[config.mk]
export PLATFORM = sky130hd
export DESIGN_NAME = cal_seq
export DESIGN_NICKNAME = d
export VERILOG_FILES = /design/src/rtl/cal_pkg.sv /design/src/rtl/cal_crc_step.sv /design/src/rtl/cal_div_gate.sv /design/src/rtl/cal_seq.sv
export SDC_FILE = /design/constraint.sdc
export NUM_CORES = 1
export LEC_CHECK = 0
export ABC_CLOCK_PERIOD_IN_PS = 15800
export BUFFER_PORTS_ARGS = -buffer_cell sky130_fd_sc_hd__clkbuf_2
export CAP_MARGIN = 15
export CORE_MARGIN = 2
export CORE_UTILIZATION = 60
export DETAILED_ROUTE_END_ITERATION = 16
export GPL_TIMING_DRIVEN = 0
export HOLD_SLACK_MARGIN = 0.08
export PLACE_DENSITY = 0.81
export RECOVER_POWER = 25
export SLEW_MARGIN = 5
export SYNTH_ARGS = -nofsm -noshare
export SYNTH_HDL_FRONTEND = slang
export SYNTH_HIERARCHICAL = 1
export SYNTH_SLANG_ARGS = --single-unit
[constraint.sdc]
create_clock -name clk -period 15.8 [get_ports clk]
set_input_delay 3.16 -clock clk [delete_from_list [all_inputs] [get_ports clk]]
set_output_delay 3.16 -clock clk [all_outputs]
set_load 0.005 [all_outputs]
[src/rtl/cal_pkg.sv]
package cal_pkg;

    localparam int CODE_W = 4;

    typedef enum logic [2:0] {
        S_IDLE,
        S_REQ,
        S_RD,
        S_DIV,
        S_FIN
    } cal_state_e;

    // Sampling-delay code: bit 3 adds the fixed input delay on even indices.
    function automatic logic [CODE_W-1:0] dly_code(input logic [3:0] idx);
        return {~idx[0], idx[3:1]};
    endfunction

endpackage

[src/rtl/cal_crc_step.sv]
module cal_crc_step #(
    parameter logic [31:0] POLY = 32'hEDB8_8320
) (
    input  logic [31:0] crc_i,
    input  logic [7:0]  byte_i,
    output logic [31:0] crc_o
);
    always_comb begin
        logic [31:0] c;
        c = crc_i ^ {24'd0, byte_i};
        for (int b = 0; b < 8; b++) begin
            c = c[0] ? ((c >> 1) ^ POLY) : (c >> 1);
        end
        crc_o = c;
    end
endmodule

[src/rtl/cal_div_gate.sv]
module cal_div_gate #(
    parameter int FREQ_W = 32,
    parameter int DW     = 3
) (
    input  logic [FREQ_W-1:0] bus_hz_i,
    input  logic [FREQ_W-1:0] max_hz_i,
    input  logic [DW-1:0]     div_i,
    output logic              too_fast_o
);
    localparam int PW = FREQ_W + DW;
    logic [PW-1:0] limit;

    // bus/div >= max  <=>  bus >= max*div (no divider needed)
    assign limit      = PW'(max_hz_i) * PW'(div_i);
    assign too_fast_o = PW'(bus_hz_i) >= limit;
endmodule

[src/rtl/cal_seq.sv]
module cal_seq
    import cal_pkg::*;
#(
    parameter int LEN     = 16,
    parameter int FREQ_W  = 32,
    parameter int N_DIV   = 5,
    parameter int N_IDX   = 12,
    parameter int N_REP   = 10,
    parameter int RUN_LEN = 3,
    localparam int DW     = $clog2(N_DIV + 1),
    localparam int TW     = N_DIV * CODE_W
) (
    input  logic              clk,
    input  logic              rst_n,
    input  logic              start_i,
    input  logic [FREQ_W-1:0] bus_hz_i,
    input  logic [FREQ_W-1:0] max_hz_i,
    output logic              rd_req_o,
    output logic [DW-1:0]     rd_div_o,
    input  logic              rd_err_i,
    input  logic              rd_vld_i,
    input  logic [7:0]        rd_data_i,
    output logic              busy_o,
    output logic              done_o,
    output logic              err_o,
    output logic [DW-1:0]     div_o,
    output logic [TW-1:0]     timing_o
);
    localparam int IW = $clog2(N_IDX);
    localparam int RW = $clog2(N_REP);
    localparam int PW = (RUN_LEN > 1) ? $clog2(RUN_LEN) : 1;
    localparam int BW = (LEN > 1) ? $clog2(LEN) : 1;

    typedef struct packed {
        cal_state_e     st;
        logic           ref_ph;
        logic [DW-1:0]  div;
        logic [IW-1:0]  idx;
        logic [RW-1:0]  rep;
        logic [PW-1:0]  run;
        logic [BW-1:0]  cnt;
        logic [31:0]    crc;
        logic [31:0]    refsig;
        logic [DW-1:0]  best;
        logic [DW-1:0]  res;
        logic [TW-1:0]  tim;
        logic           done;
        logic           err;
    } regs_t;

    regs_t q, n;

    logic [31:0]       crc_nx;
    logic              too_fast;
    logic              wr;
    logic [CODE_W-1:0] wcode;
    logic              adv_idx;
    logic              adv_div;

    cal_crc_step u_crc (
        .crc_i  (q.crc),
        .byte_i (rd_data_i),
        .crc_o  (crc_nx)
    );

    cal_div_gate #(.FREQ_W(FREQ_W), .DW(DW)) u_gate (
        .bus_hz_i   (bus_hz_i),
        .max_hz_i   (max_hz_i),
        .div_i      (q.div),
        .too_fast_o (too_fast)
    );

    always_comb begin
        n       = q;
        n.done  = 1'b0;
        wr      = 1'b0;
        wcode   = '0;
        adv_idx = 1'b0;
        adv_div = 1'b0;

        unique case (q.st)
            S_IDLE: begin
                if (start_i) begin
                    n.st     = S_REQ;
                    n.ref_ph = 1'b1;
                    n.err    = 1'b0;
                    n.best   = '0;
                end
            end
            S_REQ: begin
                n.st  = S_RD;
                n.cnt = '0;
                n.crc = 32'hFFFF_FFFF;
            end
            S_RD: begin
                if (rd_err_i) begin
                    n.st   = S_IDLE;
                    n.done = 1'b1;
                    n.err  = 1'b1;
                    n.res  = '0;
                end else if (rd_vld_i) begin
                    n.crc = crc_nx;
                    n.cnt = q.cnt + 1'b1;
                    if (q.cnt == BW'(LEN - 1)) begin
                        if (q.ref_ph) begin
                            n.refsig = crc_nx;
                            n.ref_ph = 1'b0;
                            n.div    = DW'(N_DIV);
                            n.st     = S_DIV;
                        end else if (crc_nx != q.refsig) begin
                            n.run   = '0;
                            n.rep   = '0;
                            adv_idx = 1'b1;
                        end else if (q.rep == RW'(N_REP - 1)) begin
                            n.rep = '0;
                            if (q.run == PW'(RUN_LEN - 1)) begin
                                wr      = 1'b1;
                                wcode   = dly_code(4'(q.idx - 1'b1));
                                n.best  = q.div;
                                adv_div = 1'b1;
                            end else begin
                                n.run   = q.run + 1'b1;
                                adv_idx = 1'b1;
                            end
                        end else begin
                            n.rep = q.rep + 1'b1;
                            n.st  = S_REQ;
                        end
                    end
                end
            end
            S_DIV: begin
                if (too_fast) begin
                    adv_div = 1'b1;
                end else begin
                    n.idx = '0;
                    n.run = '0;
                    n.rep = '0;
                    wr    = 1'b1;
                    wcode = dly_code(4'd0);
                    n.st  = S_REQ;
                end
            end
            S_FIN: begin
                n.done = 1'b1;
                n.res  = q.best;
                n.st   = S_IDLE;
            end
            default: n.st = S_IDLE;
        endcase

        if (adv_idx) begin
            if (q.idx == IW'(N_IDX - 1)) begin
                adv_div = 1'b1;
            end else begin
                n.idx = q.idx + 1'b1;
                wr    = 1'b1;
                wcode = dly_code(4'(q.idx + 1'b1));
                n.st  = S_REQ;
            end
        end

        if (adv_div) begin
            if (q.div == DW'(1)) begin
                n.st = S_FIN;
            end else begin
                n.div = q.div - 1'b1;
                n.st  = S_DIV;
            end
        end

        for (int f = 0; f < N_DIV; f++) begin
            if (wr && q.div == DW'(f + 1)) begin
                n.tim[f*CODE_W +: CODE_W] = wcode;
            end
        end
    end

    always_ff @(posedge clk or negedge rst_n) begin
        if (!rst_n) begin
            q    <= '0;
            q.st <= S_IDLE;
        end else begin
            q <= n;
        end
    end

    assign rd_req_o = (q.st == S_REQ);
    assign rd_div_o = q.ref_ph ? '0 : q.div;
    assign busy_o   = (q.st != S_IDLE);
    assign done_o   = q.done;
    assign err_o    = q.err;
    assign div_o    = q.res;
    assign timing_o = q.tim;

endmodule

# After elaboration in Yosys (flattened, before gate mapping)
# Index checks and enable logic that the tools add are counted.
[classes]
addsub = 6
n_mul = 1
n_lt_le_gt_ge = 1
n_eq_ne = 26
mux = 90
bitwise = 12
reduce_logical = 19
[ops]
columns = ["operator", "n"]
rows = [
  ["32-bit two-way mux", 9],
  ["77-bit two-way mux", 2],
  ["13-bit NOT with 14-bit output", 8],
  ["36-bit case mux with 2 select lines", 1],
  ["4-bit two-way mux", 16],
  ["3-bit two-way mux", 20],
  ["32-bit by 35-bit >= comparator with 1-bit output", 1],
  ["32-bit by 3-bit multiplier with 35-bit output", 1],
  ["35-bit two-way mux", 1],
  ["32-bit != test", 1],
  ["32-bit by 8-bit bitwise XOR with 32-bit output", 1],
  ["1-bit two-way mux", 22],
  ["2-bit != test, second input constant", 10],
  ["6-bit two-way mux", 3],
  ["7-bit two-way mux", 2],
  ["4-bit by 1-bit adder with 4-bit output, second input constant", 3],
  ["3-bit by 2-bit == test with 1-bit output, second input constant", 4],
  ["4-bit == test, second input constant", 3],
  ["3-bit case mux with 2 select lines", 2],
  ["3-bit case mux with 4 select lines", 1],
  ["6-bit case mux with 2 select lines", 1],
  ["10-bit two-way mux", 1],
  ["1-bit case mux with 2 select lines", 5],
  ["5-bit AND reduction", 2],
  ["other kinds (19)", 35],
]
[totals]
reg_bits = 113
input_bits = 77
output_inout_bits = 30

# Logic depth before layout (Yosys ltp)
[depth]
ltp_word = 27
ltp_mapped = 29
ltp_nobuf = 28

# Cells and area by module
# Netlist, hierarchy kept.
[by_module_without_submodules]
columns = ["module", "instances", "cells_per_inst", "area_each_um2"]
rows = [
  ["cal_seq", 1, 524, 5672.9],
  ["cal_div_gate", 1, 508, 3663.5],
  ["cal_crc_step", 1, 72, 775.7],
]

# Worst setup path after synthesis
# No wires, ideal clock.
[synth_timing]
path_type = "input to register"
startpoint = "in max_hz_i[15]"
endpoint = "reg q, in the netlist timing_o[0]"
setup_time_ns = 0.128
arrival_time_ns = 8.282
required_ns = 15.672
setup_slack_ns = 7.390
cell_stages = 23
n_path_buf = 0
path_cell_list = "and2_1 -> fa_1 -> ha_1 -> and3_1 -> and2_1 -> a221o_1 -> nor2b_1 -> nor4b_2 -> o21ba_2 -> a21oi_1 -> xnor2_1 -> ha_1 -> nand4_1 -> or3_1 -> nor3_1 -> a21oi_1 -> a211oi_1 -> o211ai_1 -> a211oi_1 -> nor2_1 -> a21oi_4 -> a21oi_4 -> mux2_1"
[synth_between]
elab_chain_len = 7
[synth_rtl]
columns = ["element", "line", "source"]
rows = [
  ["start, declared", "cal_seq.sv:17", "input logic [FREQ_W-1:0] max_hz_i,"],
  ["32-bit by 3-bit multiplier with 35-bit output *", "cal_div_gate.sv:14", "assign limit = PW'(max_hz_i) * PW'(div_i);"],
  ["32-bit by 35-bit >= comparator with 1-bit output *", "cal_div_gate.sv:15", "assign too_fast_o = PW'(bus_hz_i) >= limit;"],
  ["named net too_fast", "cal_seq.sv:54", "logic too_fast;"],
  ["1-bit two-way mux *", "cal_seq.sv:133", "if (too_fast) begin"],
  ["1-bit case mux with 2 select lines *", "cal_seq.sv:81", "unique case (q.st)"],
  ["1-bit two-way mux", "cal_seq.sv:153", "if (q.idx == IW'(N_IDX - 1)) begin"],
  ["1-bit two-way mux *", "cal_seq.sv:152", "if (adv_idx) begin"],
  ["1-bit logical AND *", "cal_seq.sv:173", "if (wr && q.div == DW'(f + 1)) begin"],
  ["end signal, assigned", "cal_seq.sv:184", "q <= n;"],
  ["end, declared", "cal_seq.sv:51", "regs_t q, n;"],
]
# Mark *: on every way through the listed nets, which the timed path passes. The rest lies on a longest branch.
# A chain may end at the register's enable or synchronous reset.

==> impl_metrics.ini <==
[status]
status = finished, violations left
violations = max-capacitance violations, max-slew violations

[synthesis]
synth_top_area_share_pct = 28.0
ys_async_sr_fraction_pct = 100
yosysMostFrequentCell = nand2_1
yosys_most_used_dff = dfrtp_1
synthDistinctLibCells = 82
syn_inst = 1104
yosysWarnings = 6
synth-seq-area-share_pct = 28.0
synth_top_cell_by_area = dfrtp_1
syn-cell-area_sq_um = 10100
ys_seq_elements = 113
avgSynthCellArea_sq_um = 9.16
synth_nets = 1289
synthTopCellsByCount = nand2_1 (193), dfrtp_1 (113), xnor2_1 (86)
synth_edf_count = 0
synth_area_leaders = dfrtp_1 (28%), ha_1 (9.5%), xnor2_1 (7.4%), nand2_1 (7.2%), fa_1 (6.1%)

[clocking]
post_cts_resized = 0
clock_path_buffers = 2
clock_latency_ns = 0.42
cts_tree = built
clk_pin_slew_ns = 0.05
htreeDepth = 4
clock-sinks = 113
hold_buffers = 0
cts_setup_buffers = 0
numCtsBuffers = 17
root_buffer = clkbuf_16

[sta]
hold_violations = 0
max_freq_mhz = 104
clock_skew_ns = 0.00573
tightest_slew_ns = 3.17
fin_crit_sh_pct = 61.0
tns_ns = 0
setup_viol = 0
slew_headroom_pct = -111
period_needed_ns = 9.64
rsz0062_at_grt = false
drv_slew = 116

[critical_path]
crit_path_end_kind = flip-flop
startpoint = max_hz_i[0]
startpoint_type = input port
worstPathMaxFanout = 6
r2r_slack_ns = 8.01
reg2reg_depth = 27
critical_path_arrival_ns = 9.92
crit_type = in2reg
r2r-start = q[106]$_DFF_PN0_
r2r_end = q[106]$_DFF_PN0_
critPathSlowestCell = a211oi_1
required_ns = 16.08
critical_path.max_stage_delay_ns = 0.72

[die]
die_area_sq_um = 17900
initial_core_util_pct = 61.2
io_pins = 107
die_x_um = 134
die_height_um = 134
num_rows = 47
core_sq_um = 16500

[global_routing]
grt-ovfl-total = 0
grt_pass1_wl_um = 40000
antenna_found_initial = 0
grt_max_degree = 61
track_usage_pct = 27.8
grt_pass1_vias = 8248

[route]
wl_per_cell_um = 16.6
route.detailed.drc = 0
firstDrtPassIters = 5
dr_total_vias = 8463
ant_nets = 0
viasPerCell = 5.79
drt_wl_total_um = 24300
drt_iter0_markers = 644

[place]
hpwl_um = 18400
gp_congestion = 0.894
dp_cells = 1431
port_buffers = 106

[min_path]
worstHoldEndpoint = q[97]$_DFFE_PN0P_
hold_depth = 2
worst_hold_startpoint = q[97]$_DFFE_PN0P_
hold_path_class = reg2reg

[cells_and_area]
nNetsFinal = 1415
antenna_cells = 0
syn2layout_area_growth_pct = 13.5
stdcell_count = 1462
post-route-util_pct = 69.4
drive_gt1_share_pct = 20.0

[job]
cap_violations = 2

[power]
powerDensity_nw_per_um2 = 180
ir_drop_mv = 0.166
p_leak_nw = 5.62
## worst max path at each step
stage	to	slack, ns	cells after the start
floorplan	timing_o[0]$_DFFE_PN0P_	7.39	23
global placement	q[106]$_DFF_PN0_	6.10	27
detailed placement	q[106]$_DFF_PN0_	5.92	27
CTS	q[106]$_DFF_PN0_	6.30	27
global route	q[106]$_DFF_PN0_	5.75	27
finish	q[106]$_DFF_PN0_	6.16	27
## flip-flops by register name, summed over array words and instances, names as in the netlist
| register | count |
|---|---|
| done_o | 1 |
| timing_o | 20 |
| div_o | 3 |
| q | 88 |
| err_o | 1 |
## layer usage
layer  share of wire [%]  global-route usage, %  wire (um)
met1                  44                   36.5      10600
met2                  49                   47.0      11800
met3                 5.6                   4.42       1360
met4                 2.1                   9.40        521
met5                   0                      0          0
## kinds of logic after synthesis
logic type,count (synthesis),share of synthesized area [%]
AO/OA/AOI/OAI,180,13.0
XOR/XNOR,129,12.7
adder cells (fa/ha/maj),108,15.7
buffers and inverters,139,6.38
flip-flops,113,28.0
multiplexers,57,6.24
AND/OR/NAND/NOR,378,18.1
## worst max-delay path: cells and delay by family
kind                       cells  cell delay, ns
xor gates and xnor gates       1            0.14
adders and majority gates      4            1.40
muxes                          1            0.17
buffers and inverters          3            0.26
AOI/OAI and AO/OA             10            3.09
and+or+nand+nor                8            1.66
## layout by cell type, fill, tap and decap left out, types with 6 or more instances in the layout
master	netlist	layout
fa_1	31	31
xnor2_1	86	86
and2_1	19	19
buf_4	24	24
o21ai_0	29	29
clkbuf_1	20	25
a21oi_1	39	39
mux2_2	33	33
clkbuf_2	0	104
a21o_1	25	25
nand4_1	20	20
ha_1	77	77
a31oi_1	11	11
nor2_1	35	35
nand2_1	193	193
mux2_1	15	15
mux2i_1	9	9
xor2_1	29	29
nor3_1	10	10
nand3_1	45	45
nor2b_1	14	14
clkbuf_8	0	7
xnor2_2	9	9
and3_1	7	7
inv_1	85	85
o211ai_1	6	6
dfrtp_1	113	113
clkbuf_16	0	17
## metrics by stage
step	total power, mW	area, sq um	setup WS [ns]	hold WS (ns)
after floorplan	1.40	10100	7.39	0.452
after global placement	1.64	10900	6.10	0.470
after detailed placement	1.68	11000	5.92	0.474
after CTS	2.06	11500	6.30	0.486
after global routing	2.22	11500	5.75	0.506
final	2.07	11500	6.16	0.478
## area by class of cell
class                      count  area [sq um]
timing repair buffer         107           532
clock inverter                 5          25.0
sequential                   113          2830
fill                        1331          5050
multi-input combinational    852          6640
buffer                        54           327
tap                          220           275
inverter                      85           319
clock buffer                  26           529
## where the power goes
part | switching [mW] | total, mW | internal [mW]
Combinational | 0.782 | 1.32 | 0.542
Clock | 0.127 | 0.354 | 0.227
Sequential | 0.0505 | 0.392 | 0.342
Power figures use the tool's default switching activity.
